## config.mk

```make
export PLATFORM = sky130hd
export DESIGN_NAME = threewire_mailbox_port
export DESIGN_NICKNAME = d
export VERILOG_FILES = /design/src/rtl/tw_pkg.sv /design/src/rtl/tw_input_sync.sv /design/src/rtl/tw_frame.sv /design/src/rtl/tw_mailbox.sv /design/src/rtl/threewire_mailbox_port.sv
export SDC_FILE = /design/constraint.sdc
export NUM_CORES = 1
export LEC_CHECK = 0
export ABC_AREA = 1
export BUFFER_PORTS_ARGS = -buffer_cell sky130_fd_sc_hd__buf_2
export CORE_MARGIN = 2
export CORE_UTILIZATION = 28
export DETAILED_ROUTE_END_ITERATION = 16
export SLEW_MARGIN = 10
export SYNTH_ARGS = -nofsm -noshare
export SYNTH_HDL_FRONTEND = slang
export SYNTH_SLANG_ARGS = --single-unit
export TNS_END_PERCENT = 20
```

## constraint.sdc

```tcl
create_clock -name clk -period 2.08 [get_ports clk]
set_clock_uncertainty 0.2 [all_clocks]
set_input_delay 0.624 -clock clk [delete_from_list [all_inputs] [get_ports clk]]
set_output_delay 0.624 -clock clk [all_outputs]
set_load 0.1 [all_outputs]
```

## src/rtl/tw_pkg.sv

```systemverilog
package tw_pkg;

    typedef enum logic [3:0] {
        FS_IDLE,
        FS_CTRL,
        FS_WDATA,
        FS_WFULL,
        FS_TURN,
        FS_RDATA,
        FS_DRAIN,
        FS_SKIP,
        FS_CLOSE_HI,
        FS_CLOSE_LO
    } frame_state_e;

endpackage

```

## src/rtl/tw_input_sync.sv

```systemverilog
module tw_input_sync #(
    parameter int STAGES = 2
) (
    input  logic clk,
    input  logic rst_n,
    input  logic sclk_i,
    input  logic sen_n_i,
    input  logic sdio_i,
    output logic sclk_rise,
    output logic sclk_fall,
    output logic sen_fall,
    output logic sen_rise,
    output logic sen_low,
    output logic sdio_s
);

    typedef struct packed {
        logic [STAGES-1:0] sclk;
        logic [STAGES-1:0] sen;
        logic [STAGES-1:0] sdio;
        logic              sclk_prev;
        logic              sen_prev;
    } sync_t;

    sync_t sync_d, sync_q;

    logic sclk_s;
    logic sen_s;

    assign sclk_s = sync_q.sclk[STAGES-1];
    assign sen_s  = sync_q.sen[STAGES-1];

    always_comb begin
        sync_d           = sync_q;
        sync_d.sclk      = {sync_q.sclk[STAGES-2:0], sclk_i};
        sync_d.sen       = {sync_q.sen[STAGES-2:0], sen_n_i};
        sync_d.sdio      = {sync_q.sdio[STAGES-2:0], sdio_i};
        sync_d.sclk_prev = sclk_s;
        sync_d.sen_prev  = sen_s;
    end

    always_ff @(posedge clk or negedge rst_n) begin
        if (!rst_n) begin
            sync_q.sclk      <= '0;
            sync_q.sen       <= '1;
            sync_q.sdio      <= '0;
            sync_q.sclk_prev <= 1'b0;
            sync_q.sen_prev  <= 1'b1;
        end else begin
            sync_q <= sync_d;
        end
    end

    assign sclk_rise = sclk_s & ~sync_q.sclk_prev;
    assign sclk_fall = ~sclk_s & sync_q.sclk_prev;
    assign sen_fall  = ~sen_s & sync_q.sen_prev;
    assign sen_rise  = sen_s & ~sync_q.sen_prev;
    assign sen_low   = ~sen_s;
    assign sdio_s    = sync_q.sdio[STAGES-1];

endmodule

```

## src/rtl/tw_frame.sv

```systemverilog
module tw_frame
    import tw_pkg::*;
#(
    parameter int          DATA_W = 16,
    parameter int          ADDR_W = 5,
    parameter int          ID_W   = 3,
    parameter logic [ID_W-1:0] DEV_ID = 3'b101
) (
    input  logic              clk,
    input  logic              rst_n,
    input  logic              sclk_rise,
    input  logic              sclk_fall,
    input  logic              sen_fall,
    input  logic              sen_rise,
    input  logic              sdio_s,
    input  logic [DATA_W-1:0] rd_data,
    output logic [ADDR_W-1:0] reg_addr,
    output logic              wr_en,
    output logic [DATA_W-1:0] wr_data,
    output logic              sdio_o,
    output logic              sdio_oe
);

    localparam int CTRL_W = ID_W + 1 + ADDR_W;
    localparam int MAX_W  = (DATA_W > CTRL_W) ? DATA_W : CTRL_W;
    localparam int CNT_W  = $clog2(MAX_W + 1);

    typedef struct packed {
        frame_state_e      state;
        logic [CNT_W-1:0]  cnt;
        logic [CTRL_W-1:0] ctrl_sh;
        logic [ADDR_W-1:0] addr;
        logic [DATA_W-1:0] data_sh;
        logic              pend;
        logic              sdio;
        logic              commit;
    } frame_t;

    frame_t fr_d, fr_q;

    logic [CTRL_W-1:0] ctrl_word;
    logic              in_frame;

    assign ctrl_word = {fr_q.ctrl_sh[CTRL_W-2:0], sdio_s};
    assign in_frame  = (fr_q.state != FS_IDLE) &&
                       (fr_q.state != FS_CLOSE_HI) &&
                       (fr_q.state != FS_CLOSE_LO);

    always_comb begin
        fr_d        = fr_q;
        fr_d.commit = 1'b0;
        if (sen_fall) begin
            fr_d.state = FS_CTRL;
            fr_d.cnt   = '0;
            fr_d.pend  = 1'b0;
            fr_d.sdio  = 1'b0;
        end else if (sen_rise && in_frame) begin
            fr_d.state = FS_CLOSE_HI;
            fr_d.sdio  = 1'b0;
        end else begin
            case (fr_q.state)
                FS_CTRL: begin
                    if (sclk_rise) begin
                        fr_d.ctrl_sh = ctrl_word;
                        fr_d.cnt     = fr_q.cnt + 1'b1;
                        if (fr_q.cnt == CNT_W'(CTRL_W - 1)) begin
                            fr_d.cnt  = '0;
                            fr_d.addr = ctrl_word[ADDR_W-1:0];
                            if (ctrl_word[CTRL_W-1 -: ID_W] != DEV_ID) begin
                                fr_d.state = FS_SKIP;
                            end else if (ctrl_word[ADDR_W]) begin
                                fr_d.state = FS_TURN;
                            end else begin
                                fr_d.state = FS_WDATA;
                            end
                        end
                    end
                end
                FS_WDATA: begin
                    if (sclk_rise) begin
                        fr_d.data_sh = {fr_q.data_sh[DATA_W-2:0], sdio_s};
                        fr_d.cnt     = fr_q.cnt + 1'b1;
                        if (fr_q.cnt == CNT_W'(DATA_W - 1)) begin
                            fr_d.state = FS_WFULL;
                            fr_d.pend  = 1'b1;
                        end
                    end
                end
                FS_TURN: begin
                    if (sclk_rise) begin
                        fr_d.state   = FS_RDATA;
                        fr_d.sdio    = rd_data[DATA_W-1];
                        fr_d.data_sh = {rd_data[DATA_W-2:0], 1'b0};
                        fr_d.cnt     = CNT_W'(1);
                    end
                end
                FS_RDATA: begin
                    if (sclk_rise) begin
                        if (fr_q.cnt == CNT_W'(DATA_W)) begin
                            fr_d.state = FS_DRAIN;
                            fr_d.sdio  = 1'b0;
                        end else begin
                            fr_d.sdio    = fr_q.data_sh[DATA_W-1];
                            fr_d.data_sh = {fr_q.data_sh[DATA_W-2:0], 1'b0};
                            fr_d.cnt     = fr_q.cnt + 1'b1;
                        end
                    end
                end
                FS_CLOSE_HI: begin
                    if (sclk_rise) begin
                        fr_d.state = FS_CLOSE_LO;
                    end
                end
                FS_CLOSE_LO: begin
                    if (sclk_fall) begin
                        fr_d.state  = FS_IDLE;
                        fr_d.commit = fr_q.pend;
                        fr_d.pend   = 1'b0;
                    end
                end
                default: begin
                end
            endcase
        end
    end

    always_ff @(posedge clk or negedge rst_n) begin
        if (!rst_n) begin
            fr_q.state   <= FS_IDLE;
            fr_q.cnt     <= '0;
            fr_q.ctrl_sh <= '0;
            fr_q.addr    <= '0;
            fr_q.data_sh <= '0;
            fr_q.pend    <= 1'b0;
            fr_q.sdio    <= 1'b0;
            fr_q.commit  <= 1'b0;
        end else begin
            fr_q <= fr_d;
        end
    end

    assign reg_addr = fr_q.addr;
    assign wr_en    = fr_q.commit;
    assign wr_data  = fr_q.data_sh;
    assign sdio_o   = fr_q.sdio;
    assign sdio_oe  = (fr_q.state == FS_RDATA);

endmodule

```

## src/rtl/tw_mailbox.sv

```systemverilog
module tw_mailbox #(
    parameter int DATA_W    = 16,
    parameter int ADDR_W    = 5,
    parameter int N_ARG     = 3,
    parameter int N_RESP    = 8,
    parameter int CMD_IDX   = 0,
    parameter int ARG_BASE  = 1,
    parameter int RESP_BASE = 8
) (
    input  logic                     clk,
    input  logic                     rst_n,
    input  logic                     wr_en,
    input  logic [ADDR_W-1:0]        reg_addr,
    input  logic [DATA_W-1:0]        wr_data,
    input  logic [N_RESP*DATA_W-1:0] resp_i,
    output logic [DATA_W-1:0]        rd_data,
    output logic [DATA_W-1:0]        cmd_o,
    output logic [N_ARG*DATA_W-1:0]  arg_o,
    output logic                     cmd_go
);

    typedef struct packed {
        logic [DATA_W-1:0]            cmd;
        logic [N_ARG-1:0][DATA_W-1:0] args;
        logic                         go;
    } mbox_t;

    mbox_t mb_d, mb_q;

    always_comb begin
        mb_d    = mb_q;
        mb_d.go = 1'b0;
        if (wr_en) begin
            if (reg_addr == ADDR_W'(CMD_IDX)) begin
                mb_d.cmd = wr_data;
                mb_d.go  = 1'b1;
            end
            for (int i = 0; i < N_ARG; i++) begin
                if (reg_addr == ADDR_W'(ARG_BASE + i)) begin
                    mb_d.args[i] = wr_data;
                end
            end
        end
    end

    always_comb begin
        rd_data = '0;
        if (reg_addr == ADDR_W'(CMD_IDX)) begin
            rd_data = mb_q.cmd;
        end
        for (int i = 0; i < N_ARG; i++) begin
            if (reg_addr == ADDR_W'(ARG_BASE + i)) begin
                rd_data = mb_q.args[i];
            end
        end
        for (int j = 0; j < N_RESP; j++) begin
            if (reg_addr == ADDR_W'(RESP_BASE + j)) begin
                rd_data = resp_i[j*DATA_W +: DATA_W];
            end
        end
    end

    always_ff @(posedge clk or negedge rst_n) begin
        if (!rst_n) begin
            mb_q <= '0;
        end else begin
            mb_q <= mb_d;
        end
    end

    genvar g;
    generate
        for (g = 0; g < N_ARG; g++) begin : g_arg_out
            assign arg_o[g*DATA_W +: DATA_W] = mb_q.args[g];
        end
    endgenerate

    assign cmd_o  = mb_q.cmd;
    assign cmd_go = mb_q.go;

endmodule

```

## src/rtl/threewire_mailbox_port.sv

```systemverilog
module threewire_mailbox_port #(
    parameter int DATA_W      = 16,
    parameter int ADDR_W      = 5,
    parameter int ID_W        = 3,
    parameter logic [ID_W-1:0] DEV_ID = 3'b101,
    parameter int N_ARG       = 3,
    parameter int N_RESP      = 8,
    parameter int SYNC_STAGES = 2
) (
    input  logic                     clk,
    input  logic                     rst_n,
    input  logic                     sclk_i,
    input  logic                     sen_n_i,
    input  logic                     sdio_i,
    output logic                     sdio_o,
    output logic                     sdio_oe,
    output logic [DATA_W-1:0]        cmd_o,
    output logic [N_ARG*DATA_W-1:0]  arg_o,
    output logic                     cmd_go,
    input  logic [N_RESP*DATA_W-1:0] resp_i
);

    logic              sclk_rise;
    logic              sclk_fall;
    logic              sen_fall;
    logic              sen_rise;
    logic              sen_low;
    logic              sdio_s;
    logic [ADDR_W-1:0] reg_addr;
    logic              wr_en;
    logic [DATA_W-1:0] wr_data;
    logic [DATA_W-1:0] rd_data;

    tw_input_sync #(
        .STAGES(SYNC_STAGES)
    ) u_sync (
        .clk      (clk),
        .rst_n    (rst_n),
        .sclk_i   (sclk_i),
        .sen_n_i  (sen_n_i),
        .sdio_i   (sdio_i),
        .sclk_rise(sclk_rise),
        .sclk_fall(sclk_fall),
        .sen_fall (sen_fall),
        .sen_rise (sen_rise),
        .sen_low  (sen_low),
        .sdio_s   (sdio_s)
    );

    tw_frame #(
        .DATA_W(DATA_W),
        .ADDR_W(ADDR_W),
        .ID_W  (ID_W),
        .DEV_ID(DEV_ID)
    ) u_frame (
        .clk      (clk),
        .rst_n    (rst_n),
        .sclk_rise(sclk_rise),
        .sclk_fall(sclk_fall),
        .sen_fall (sen_fall),
        .sen_rise (sen_rise),
        .sdio_s   (sdio_s),
        .rd_data  (rd_data),
        .reg_addr (reg_addr),
        .wr_en    (wr_en),
        .wr_data  (wr_data),
        .sdio_o   (sdio_o),
        .sdio_oe  (sdio_oe)
    );

    tw_mailbox #(
        .DATA_W(DATA_W),
        .ADDR_W(ADDR_W),
        .N_ARG (N_ARG),
        .N_RESP(N_RESP)
    ) u_mbox (
        .clk     (clk),
        .rst_n   (rst_n),
        .wr_en   (wr_en),
        .reg_addr(reg_addr),
        .wr_data (wr_data),
        .resp_i  (resp_i),
        .rd_data (rd_data),
        .cmd_o   (cmd_o),
        .arg_o   (arg_o),
        .cmd_go  (cmd_go)
    );

endmodule

```

==> impl_metrics.py, run 1 <==
metrics = {
    "run_status": {
        "status": "finished with violations",
        "violations": "negative setup slack",
    },
    "global_route": {
        "track_usage_pct": 20.6,
        "grt_busiest_layer": "met2",
        "grt_pass1_wl_um": 38800,
        "grt_util_met1_pct": 29.1,
        "use_met3_pct": 4.35,
        "grt_pass1_vias": 6869,
        "grt_max_degree": 58,
        "grt_use_met2_pct": 32.0,
        "overflow": 0,
        "antenna_found_initial": 0,
    },
    "die": {
        "start_util_pct": 28.4,
        "io_pins": 200,
        "design.core.area_mm2": 0.0233,
        "die_area_mm2": 0.0249,
        "fp-row-count": 56,
        "die_w_um": 158,
        "die_y_um": 158,
    },
    "critical_path": {
        "cp.required_ns": 1.26,
        "critPathArrivalTime_ns": 1.37,
        "cp-end-kind": "primary output",
        "crit_fanout": 2,
        "crit_path_start_kind": "flop",
        "crit_type": "flop to primary output",
    },
    "sta": {
        "finalHoldViolations": 0,
        "fmax_mhz": 456,
        "period_needed_ns": 2.19,
        "worst_slack_ns": -0.111,
        "worst_pin_slew_ns": 0.490,
        "timing.hold.ws_ns": 0.0957,
        "slew_headroom_pct": 67.6,
        "drv_slew": 0,
        "period_share_pct": 105,
        "rsz0062_at_grt": "yes",
        "setup-violations-final": 2,
    },
    "synthesis": {
        "yosys.area_share.simple_pct": 33.8,
        "ys_async_sr_fraction_pct": 100,
        "synth_top_area_share_pct": 41.9,
        "synth_compound_area_share_pct": 12.9,
        "ys.flop_type": "dfrtp_1",
        "muxShareOfSynthArea_pct": 0,
        "synth_area_mm2": 0.00663,
        "synth_edf_count": 0,
        "synth_warnings": 0,
        "synth.most_common_cell": "nand2_1",
        "synth.area.top_cells": "dfrtp_1 42%, nand2_1 17%, inv_1 5.8%, o21ai_0 5.6%, nand3_1 3.5%",
        "synth_top_family_by_area": "simple AND/OR/NAND/NOR gates",
        "synthAdderAreaFrac_pct": 0.566,
        "synthXorXnorAreaFrac_pct": 0,
        "yosysTopAreaCell": "dfrtp_1",
        "synth_nets": 1079,
        "yosys.cell_types.count": 37,
        "syn_area_per_cell_um2": 7.03,
        "syn_inst": 943,
        "ys_seq_area_share_pct": 43.1,
        "synth-seq-cells": 114,
        "netlist_top_cells_count": "300 x nand2_1, 111 x dfrtp_1, 102 x inv_1",
    },
    "clock_tree": {
        "path_clk_slew_ns": 0.06,
        "clkLatencyLatePin_ns": 0.43,
        "cts_root_buffer": "clkbuf_16",
        "cts_buffers": 17,
        "cts_num_sinks": 114,
        "htree_levels": 4,
        "cts_buffer_depth": 2,
        "cts_tree": "done",
    },
    "power": {
        "leakage_nw": 5.19,
        "total_power_mw": 8.76,
        "ir_drop_v": 0.00103,
        "power.density_mw_per_mm2": 879,
    },
    "routing": {
        "drtIter0Drc": 610,
        "via_per_inst": 4.73,
        "vias": 7362,
        "antenna_left": 0,
        "drc": 0,
        "drtPass1Iterations": 5,
        "routed_wl_um": 26400,
        "wl_per_cell_um": 16.9,
    },
    "finish": {
        "area_delta_synth_final_pct": 50.2,
        "antenna_cells": 0,
        "nNetsFinal": 1362,
        "drive_gt1_share_pct": 37.4,
        "nFillCells": 2409,
    },
    "min_path": {
        "hp-class": "input pin to flop",
    },
    "placed_design": {
        "routabilityCongestion": 0.908,
        "io_buffers": 199,
        "place_hpwl_um": 20200,
    },
    "flow_run": {
        "maxCapViolCount": 0,
    },
}
-- cell usage in the layout, fill, tap and decap left out, types with 3 or more instances in the layout --
master / instances
clkbuf_4: 8
buf_4: 123
o21bai_1: 4
nand2_1: 276
a21oi_2: 11
clkbuf_16: 19
dfstp_2: 3
nand3_2: 4
dfrtp_1: 106
nor3_1: 7
nand2_2: 24
or2_1: 4
nor2_2: 7
dfrtp_2: 5
inv_6: 6
inv_4: 4
a21oi_1: 35
buf_12: 12
inv_1: 92
buf_2: 134
or2_2: 12
nand2_4: 5
o21ai_0: 66
clkinvlp_4: 5
nand3_1: 41
nand4_1: 36
ha_1: 3
inv_2: 24
nor2_4: 16
or2_0: 5
nor2_1: 53
nor3_2: 3
nand3_4: 6
buf_6: 17
o21ai_1: 39
-- cell type report --
| cell class | instances | area [um^2] | area share [%] |
|---|---|---|---|
| clock inverters | 15 | 169 | 1.69 |
| repair buffers | 297 | 2150 | 21.5 |
| clock buffers | 17 | 425 | 4.27 |
| multi-input cells | 671 | 3470 | 34.8 |
| inverters | 125 | 494 | 4.96 |
| flip-flops and latches | 114 | 2860 | 28.7 |
| well taps | 319 | 399 | 4.01 |
-- repair_timing --
action	4_1_cts	5_1_grt
hold endpoints to repair	16	0
gates cloned	0	4
setup endpoints to repair	74	45
gates resized for setup	78	114
hold buffers	1	0
pin swaps	13	36
buffers inserted	19	8
-- state kept, by name (all words and copies together) (netlist names) --
signal and count:
u_frame.fr_q 10, u_sync.sen_s 1, u_sync.sync_q 2, u_sync.sclk_s 1
u_mbox.arg_o 48, u_frame.wr_data 16, u_frame.reg_addr 5, u_frame.sdio_o 1
u_frame.wr_en 1, u_mbox.cmd_go 1, u_frame.ctrl_word 8, u_mbox.cmd_o 16
u_sync.sdio_s 1, u_sync.sync_d 3
-- report_power, final --
| part | total, mW | switching, mW | internal (mW) |
|---|---|---|---|
| Sequential | 2.73 | 0.254 | 2.48 |
| Clock | 2.99 | 1.20 | 1.79 |
| Combinational | 3.04 | 2.15 | 0.889 |
| Total | 8.76 | 3.60 | 5.16 |
-- per-stage QoR --
stage	cells	utilization, %	area [um^2]	setup TNS [ns]	worst slack [ns]
2_1_floorplan	943	-	6650	-0.0729	-0.00799
3_3_place_gp	1497	36.5	8510	-0.808	-0.143
3_5_place_dp	1497	36.5	8510	-1.20	-0.191
4_1_cts	1549	40.7	9490	-0.121	-0.0914
5_1_grt	1558	42.7	9970	-1.44	-0.165
6_report	1558	42.7	9970	-0.118	-0.111
-- worst paths after layout --
| check | depth (start not counted) | endpoint | slack (ns) | start |
|---|---|---|---|---|
| hold / removal | 1 | u_sync.sync_d[5] | 0.1 | sen_n_i |
| min in group asynchronous | 2 | u_frame.fr_q[33] | 0.45 | rst_n |
| setup reg to reg | 10 | u_frame.wr_data[2] | -0.01 | u_frame.reg_addr[1] |
| max in group asynchronous | 3 | u_mbox.arg_o[16] | 0.59 | rst_n |
| setup / recovery | 5 | sdio_oe | -0.11 | u_frame.fr_q[40] |
| hold reg to reg | 0 | u_sync.sen_s | 0.16 | u_sync.sync_d[5] |
-- logic make-up after synthesis --
logic type | count (synthesis)
simple gates | 504
fa+ha+maj | 3
buf+inv | 159
flops | 114
compound gates | 163
-- layer usage --
| layer | wire length [um] | vias to the layer above |
|---|---|---|
| met5 | 0 | - |
| met4 | 390 | 0 |
| met3 | 1990 | 24 |
| met2 | 12300 | 298 |
| met1 | 11700 | 3438 |
| li1 | - | 3602 |
-- critical path, cell delays in order (launching register included) --
cell and delay, ns:
dfrtp_1 0.39, inv_2 0.07, nor2_4 0.10, inv_2 0.06
nor2_4 0.14, buf_12 0.18
Power figures use the tool's default switching activity.
==> inputs of run 2 (changes only) <==
--- a/config.mk
+++ b/config.mk
@@ -6,7 +6,7 @@
 export NUM_CORES = 1
 export LEC_CHECK = 0
 export ABC_AREA = 1
-export BUFFER_PORTS_ARGS = -buffer_cell sky130_fd_sc_hd__buf_2
+export BUFFER_PORTS_ARGS = -buffer_cell sky130_fd_sc_hd__buf_4
 export CORE_MARGIN = 2
 export CORE_UTILIZATION = 28
 export DETAILED_ROUTE_END_ITERATION = 16
==> run 2 against run 1 <==
  * The flow still finishes with violations (negative setup slack)
  * Routed wire length decreased by 3.6%
  * Clock power about the same
  * Register-to-register slack got worse by 0.06 ns
  * Sequential cell count unchanged
  * Setup slack got worse by 0.015 ns
  * Final cell count decreased by 1.5%
  * Hold slack improved by 0.0095 ns
  * Sequential share of layout area increased by 0.55 points
  * Sequential power about the same
  * Combinational power about the same
  * Total power decreased by 0.55%
  * Critical path type unchanged
  * Critical endpoint unchanged
  * Largest cell class unchanged
  * Highest routed layer unchanged
==> impl_metrics.py, run 2 (synthesis results as in run 1) <==
metrics = {
    "critical_path": {
        "critPathSlowestCell": "dfrtp_2",
        "slowest_delay_ns": 0.42,
        "worstRegToRegCells": 12,
        "worstPathCellList": "nor2_4 > inv_2 > nor2_4 > buf_12",
        "r2r_slack_ns": -0.07,
        "crit_type": "flop to primary output",
        "cp.required_ns": 1.26,
        "crit_path_start_kind": "flop",
        "crit_top_cell": "nor2_4",
        "crit_fanout": 2,
        "critPathArrivalTime_ns": 1.38,
        "cp-end-kind": "primary output",
    },
    "placed_design": {
        "io_buffers": 199,
        "place_hpwl_um": 20300,
        "routabilityCongestion": 0.921,
    },
    "global_route": {
        "track_usage_pct": 20.3,
        "overflow": 0,
        "grt_max_degree": 37,
        "grt_pass1_vias": 6856,
        "grt_pass1_wl_um": 38200,
        "antenna_found_initial": 0,
    },
    "clock_tree": {
        "path_clk_slew_ns": 0.06,
        "cts_num_sinks": 114,
        "clkLatencyLatePin_ns": 0.42,
        "cts_root_buffer": "clkbuf_16",
        "cts_buffers": 17,
        "htree_levels": 4,
        "cts_buffer_depth": 2,
        "cts_tree": "done",
    },
    "die": {
        "io_pins": 200,
        "die_y_um": 158,
        "fp-row-count": 56,
        "design.core.area_mm2": 0.0233,
        "die_area_mm2": 0.0249,
        "die_w_um": 158,
        "start_util_pct": 28.4,
    },
    "finish": {
        "layout_common_cells": "295 x nand2_1, 259 x buf_4, 107 x dfrtp_1, 99 x inv_1, 68 x o21ai_0",
        "drive_gt1_share_pct": 32.3,
        "nFillCells": 2390,
        "largest_reg_flops": 48,
        "area_delta_synth_final_pct": 47.4,
        "antenna_cells": 0,
        "final_util_pct": 41.9,
        "final_common_cell": "nand2_1",
        "nNetsFinal": 1339,
    },
    "min_path": {
        "holdPathStages": 1,
        "hp-class": "input pin to flop",
    },
    "power": {
        "ir_drop_v": 0.000687,
        "leakage_nw": 5.08,
        "power.density_mw_per_mm2": 891,
        "p_seq_share_pct": 31.3,
        "pwr-share-comb_pct": 34.8,
        "switchingPower_mw": 3.50,
        "p_int_mw": 5.20,
        "power_frac_clock_pct": 33.9,
        "swShare_pct": 40.2,
    },
    "sta": {
        "rsz0062_at_grt": "yes",
        "setup-violations-final": 6,
        "slew_headroom_pct": 68.7,
        "period_share_pct": 106,
        "fmax_mhz": 453,
        "timing.hold.ws_ns": 0.105,
        "worst_pin_slew_ns": 0.469,
        "drv_slew": 0,
        "worst_slack_ns": -0.126,
        "period_needed_ns": 2.21,
        "finalHoldViolations": 0,
    },
    "routing": {
        "wl_per_cell_um": 16.6,
        "vias": 7132,
        "antenna_left": 0,
        "drtIter0Drc": 569,
        "drc": 0,
        "via_per_inst": 4.65,
        "routed_wl_um": 25400,
        "drtPass1Iterations": 5,
    },
    "run_status": {
        "status": "finished with violations",
        "violations": "negative setup slack",
    },
    "flow_run": {
        "maxCapViolCount": 0,
    },
}
-- run 2: power groups by stage --
stage | clock network [mW] | registers, mW | logic (mW)
3_3_place_gp | 0 | 2.76 | 2.90
5_1_grt | 3.09 | 2.77 | 3.25
4_1_cts | 2.99 | 2.72 | 2.97
2_1_floorplan | 0 | 3.69 | 0.934
3_5_place_dp | 0 | 2.77 | 2.91
6_report | 2.96 | 2.73 | 3.03
-- run 2: timing repair --
item,4_1_cts,5_1_grt
endpoints found under the setup margin,11,39
setup buffers,8,6
pin swaps,5,4
hold endpoints to repair,24,0
resized for setup,10,31
cloned,0,1
hold buffers,1,0
-- run 2: final timing paths --
path / start / end
setup / recovery: u_frame.fr_q[41] / sdio_oe
hold / removal: sclk_i / u_sync.sync_d[7]
setup reg to reg: u_frame.reg_addr[1] / u_frame.wr_data[7]
hold reg to reg: u_sync.sync_d[5] / u_sync.sen_s
max in group asynchronous: rst_n / u_sync.sync_d[5]
min in group asynchronous: rst_n / u_frame.wr_data[12]
-- run 2: worst max-delay path, delay by kind of cell, from the launching register on --
kind                   cells  cell delay [ns]
and+or+nand+nor            2             0.28
buffers and inverters      2             0.25
DFF                        1             0.42
-- run 2: final cells by class --
type	instances	area (um^2)	area share, %
Multi-Input combinational cell	671	3230	33.1
Sequential cell	114	2860	29.3
Timing Repair Buffer	274	2210	22.6
Inverter	125	482	4.93
Clock buffer	18	439	4.49
Tap cell	319	399	4.08
Clock inverter	14	151	1.55
-- run 2: per-stage QoR --
step	setup TNS [ns]	worst slack (ns)	power, mW	cell area, um^2	std cells
floorplan	-0.0729	-0.00799	4.62	6650	943
global placement	-0.0510	-0.0251	5.66	8940	1487
detailed placement	-0.224	-0.0750	5.68	8940	1487
CTS	-0.149	-0.113	8.69	9630	1528
global route	-1.57	-0.154	9.11	9780	1535
finish	-0.295	-0.126	8.71	9780	1535
-- run 2: per-layer routing --
layer / GRT usage, % / share of wire, % / vias up
met4: 4.89 / 1.2 / 0
li1: - / - / 3552
met5: 0 / 0 / -
met2: 32.2 / 46 / 268
met1: 28.6 / 46 / 3290
met3: 3.86 / 6.7 / 22
==> inputs of run 3 (changes only) <==
--- a/config.mk
+++ b/config.mk
@@ -10,8 +10,10 @@
 export CORE_MARGIN = 2
 export CORE_UTILIZATION = 28
 export DETAILED_ROUTE_END_ITERATION = 16
+export SKIP_LAST_GASP = 1
 export SLEW_MARGIN = 10
 export SYNTH_ARGS = -nofsm -noshare
 export SYNTH_HDL_FRONTEND = slang
+export SYNTH_HIERARCHICAL = 1
 export SYNTH_SLANG_ARGS = --single-unit
 export TNS_END_PERCENT = 20
==> run 3 against run 2 <==
  * The run still ends with negative setup slack left
  * Utilization shrank 0.55 points
  * Combinational power shrank 29%
  * Hold slack gained 0.011 ns
  * Sequential cell count is the same
  * Critical path type unchanged
  * Critical endpoint unchanged
==> impl_metrics.py, run 3 <==
metrics = {
    "die": {
        "design.core.area_mm2": 0.0252,
        "start_util_pct": 28.5,
        "die_y_um": 164,
        "fp-row-count": 58,
        "die_area_mm2": 0.0269,
        "die_w_um": 164,
        "io_pins": 200,
    },
    "sta": {
        "rsz0062_at_grt": "yes",
        "worst_slack_ns": -0.0656,
        "slew_headroom_pct": 71.8,
        "finalHoldViolations": 0,
        "fin_tns_setup_ns": -0.286,
        "setup-violations-final": 13,
        "worst_pin_slew_ns": 0.419,
        "period_share_pct": 103,
        "drv_slew": 0,
        "period_needed_ns": 2.15,
        "fmax_mhz": 466,
    },
    "routing": {
        "vias": 7588,
        "drc": 0,
        "routed_wl_um": 26700,
        "drtPass1Iterations": 5,
        "wl_per_cell_um": 16.8,
        "drtIter0Drc": 690,
        "antenna_left": 0,
        "via_per_inst": 4.79,
    },
    "global_route": {
        "grt_pass1_wl_um": 40500,
        "grt_util_met1_pct": 26.1,
        "grt_use_met2_pct": 32.7,
        "grt_pass1_vias": 7291,
        "use_met3_pct": 5.25,
        "grt_max_degree": 34,
        "grt_busiest_layer": "met2",
        "antenna_found_initial": 0,
        "overflow": 0,
        "track_usage_pct": 19.9,
    },
    "critical_path": {
        "cp-end-kind": "primary output",
        "critPathTopFamily": "flip-flops",
        "crit_fanout": 2,
        "crit_buf_inv": 2,
        "crit_path_start_kind": "flop",
        "critPathArrivalTime_ns": 1.32,
        "cp.required_ns": 1.26,
        "crit_type": "flop to primary output",
        "worstPathCellList": "inv_2 > nand2_2 > nor2_4 > buf_12",
        "slowest_delay_ns": 0.42,
        "critPathSlowestCell": "dfrtp_2",
    },
    "clock_tree": {
        "path_clk_slew_ns": 0.06,
        "cts_root_buffer": "clkbuf_16",
        "cts_buffer_depth": 2,
        "cts_tree": "done",
        "htree_levels": 4,
        "cts_num_sinks": 114,
        "cts_buffers": 17,
        "clkLatencyLatePin_ns": 0.42,
    },
    "placed_design": {
        "place_hpwl_um": 21100,
        "io_buffers": 199,
        "pre_cts_ws_ns": -0.179,
        "routabilityCongestion": 0.952,
    },
    "synthesis": {
        "syn_area_per_cell_um2": 7.25,
        "synth.area.top_cells": "dfrtp_1 39%, nand2_1 16%, nand4_1 5.8%, inv_1 5.1%, o21ai_0 4.7%",
        "netlist_top_cells_count": "311 x nand2_1, 111 x dfrtp_1, 98 x inv_1",
        "ys_async_sr_fraction_pct": 100,
        "synth_top_area_share_pct": 38.7,
        "ys.flop_type": "dfrtp_1",
        "yosys.cell_types.count": 38,
        "synth_edf_count": 0,
        "synth_area_mm2": 0.00718,
        "synth_nets": 1126,
        "syn_inst": 990,
        "synth_warnings": 6,
        "synth-seq-cells": 114,
        "synth.most_common_cell": "nand2_1",
        "ys_seq_area_share_pct": 39.8,
        "yosysTopAreaCell": "dfrtp_1",
    },
    "finish": {
        "drive_gt1_share_pct": 37.4,
        "nFillCells": 2582,
        "area_delta_synth_final_pct": 45.1,
        "antenna_cells": 0,
        "layout_common_cells": "298 x nand2_1, 273 x buf_4, 103 x dfrtp_1, 93 x inv_1, 67 x nand4_1",
        "nNetsFinal": 1378,
        "largest_reg_flops": 48,
        "final_common_cell": "nand2_1",
    },
    "run_status": {
        "status": "finished with violations",
        "violations": "negative setup slack",
    },
    "power": {
        "total_power_mw": 7.78,
        "power.density_mw_per_mm2": 748,
        "leakage_nw": 5.22,
        "ir_drop_v": 0.000422,
    },
    "min_path": {
        "hp-class": "input pin to flop",
    },
    "flow_run": {
        "maxCapViolCount": 0,
    },
}
run 3: cell types whose count changed in the layout (fill, tap and decap cells not counted), sizes merged, moves of 7 or more:
cell / before / now
a21oi: 46 / 9
nand4: 37 / 70
buf: 273 / 293
mux2i: 0 / 15
nand2: 305 / 320
nand3: 51 / 63
inv: 127 / 116
nor2: 76 / 85
nor3: 12 / 5
run 3: kinds of logic (layout without fill, tap and decap cells):
kind of cell	Yosys count	in the layout	share of synthesized area (%)
AO/OA/AOI/OAI	118	118	9.80
XOR/XNOR	1	1	0.122
adder cells (fa/ha/maj)	3	3	0.523
buffers and inverters	174	439	11.2
flip-flops	114	114	39.8
multiplexers	15	15	2.09
AND/OR/NAND/NOR	565	565	36.5
run 3: path summary, 6_finish.rpt:
kind                                startpoint                  to  slack, ns  cells after the start
max                           u_frame/fr_q[41]             sdio_oe      -0.07                      4
min                                     sdio_i    u_sync/sync_d[3]       0.12                      1
max reg2reg                u_frame/reg_addr[4]  u_frame/wr_data[2]      -0.06                      9
min reg2reg                   u_sync/sync_d[3]       u_sync/sdio_s       0.15                      0
max in group asynchronous                rst_n    u_sync/sync_q[0]       0.63                      3
min in group asynchronous                rst_n  u_frame/wr_data[3]       0.50                      2
run 3: routing by layer:
layer  up-vias  wire (um)
li1       3705          -
met1      3536      11100
met2       317      12800
met3        30       2410
met4         0        379
met5         -          0
run 3: layout make-up:
| type | count | area, um^2 | area share (%) |
|---|---|---|---|
| multi-input cells | 702 | 3700 | 35.5 |
| flip-flops and latches | 114 | 2870 | 27.5 |
| repair buffers | 294 | 2380 | 22.9 |
| inverters | 113 | 458 | 4.40 |
| clock buffers | 17 | 425 | 4.09 |
| well taps | 330 | 413 | 3.97 |
| clock inverters | 15 | 173 | 1.66 |
run 3: through the flow:
stage | cell area [um^2] | util [%] | cells | hold WS (ns)
finish | 10400 | 41.3 | 1585 | 0.116
floorplan | 7180 | - | 990 | 0.128
global route | 10400 | 41.3 | 1585 | 0.0892
CTS | 10300 | 40.8 | 1582 | 0.100
detailed placement | 9410 | 37.4 | 1535 | 0.136
global placement | 9410 | 37.4 | 1535 | 0.137
run 3: what timing repair did:
item | in CTS | in global routing
setup endpoints to repair | 25 | 37
pin swaps | 18 | 26
resized for setup | 48 | 34
setup buffers | 13 | 3
hold buffers | 1 | 0
gates cloned | 1 | 0
endpoints found under the hold margin | 21 | 0
run 3: power by group:
| group | internal (mW) | switching [mW] | total [mW] |
|---|---|---|---|
| Sequential | 2.46 | 0.228 | 2.69 |
| Combinational | 0.786 | 1.36 | 2.15 |
| Clock | 1.80 | 1.15 | 2.95 |
| Total | 5.04 | 2.74 | 7.78 |
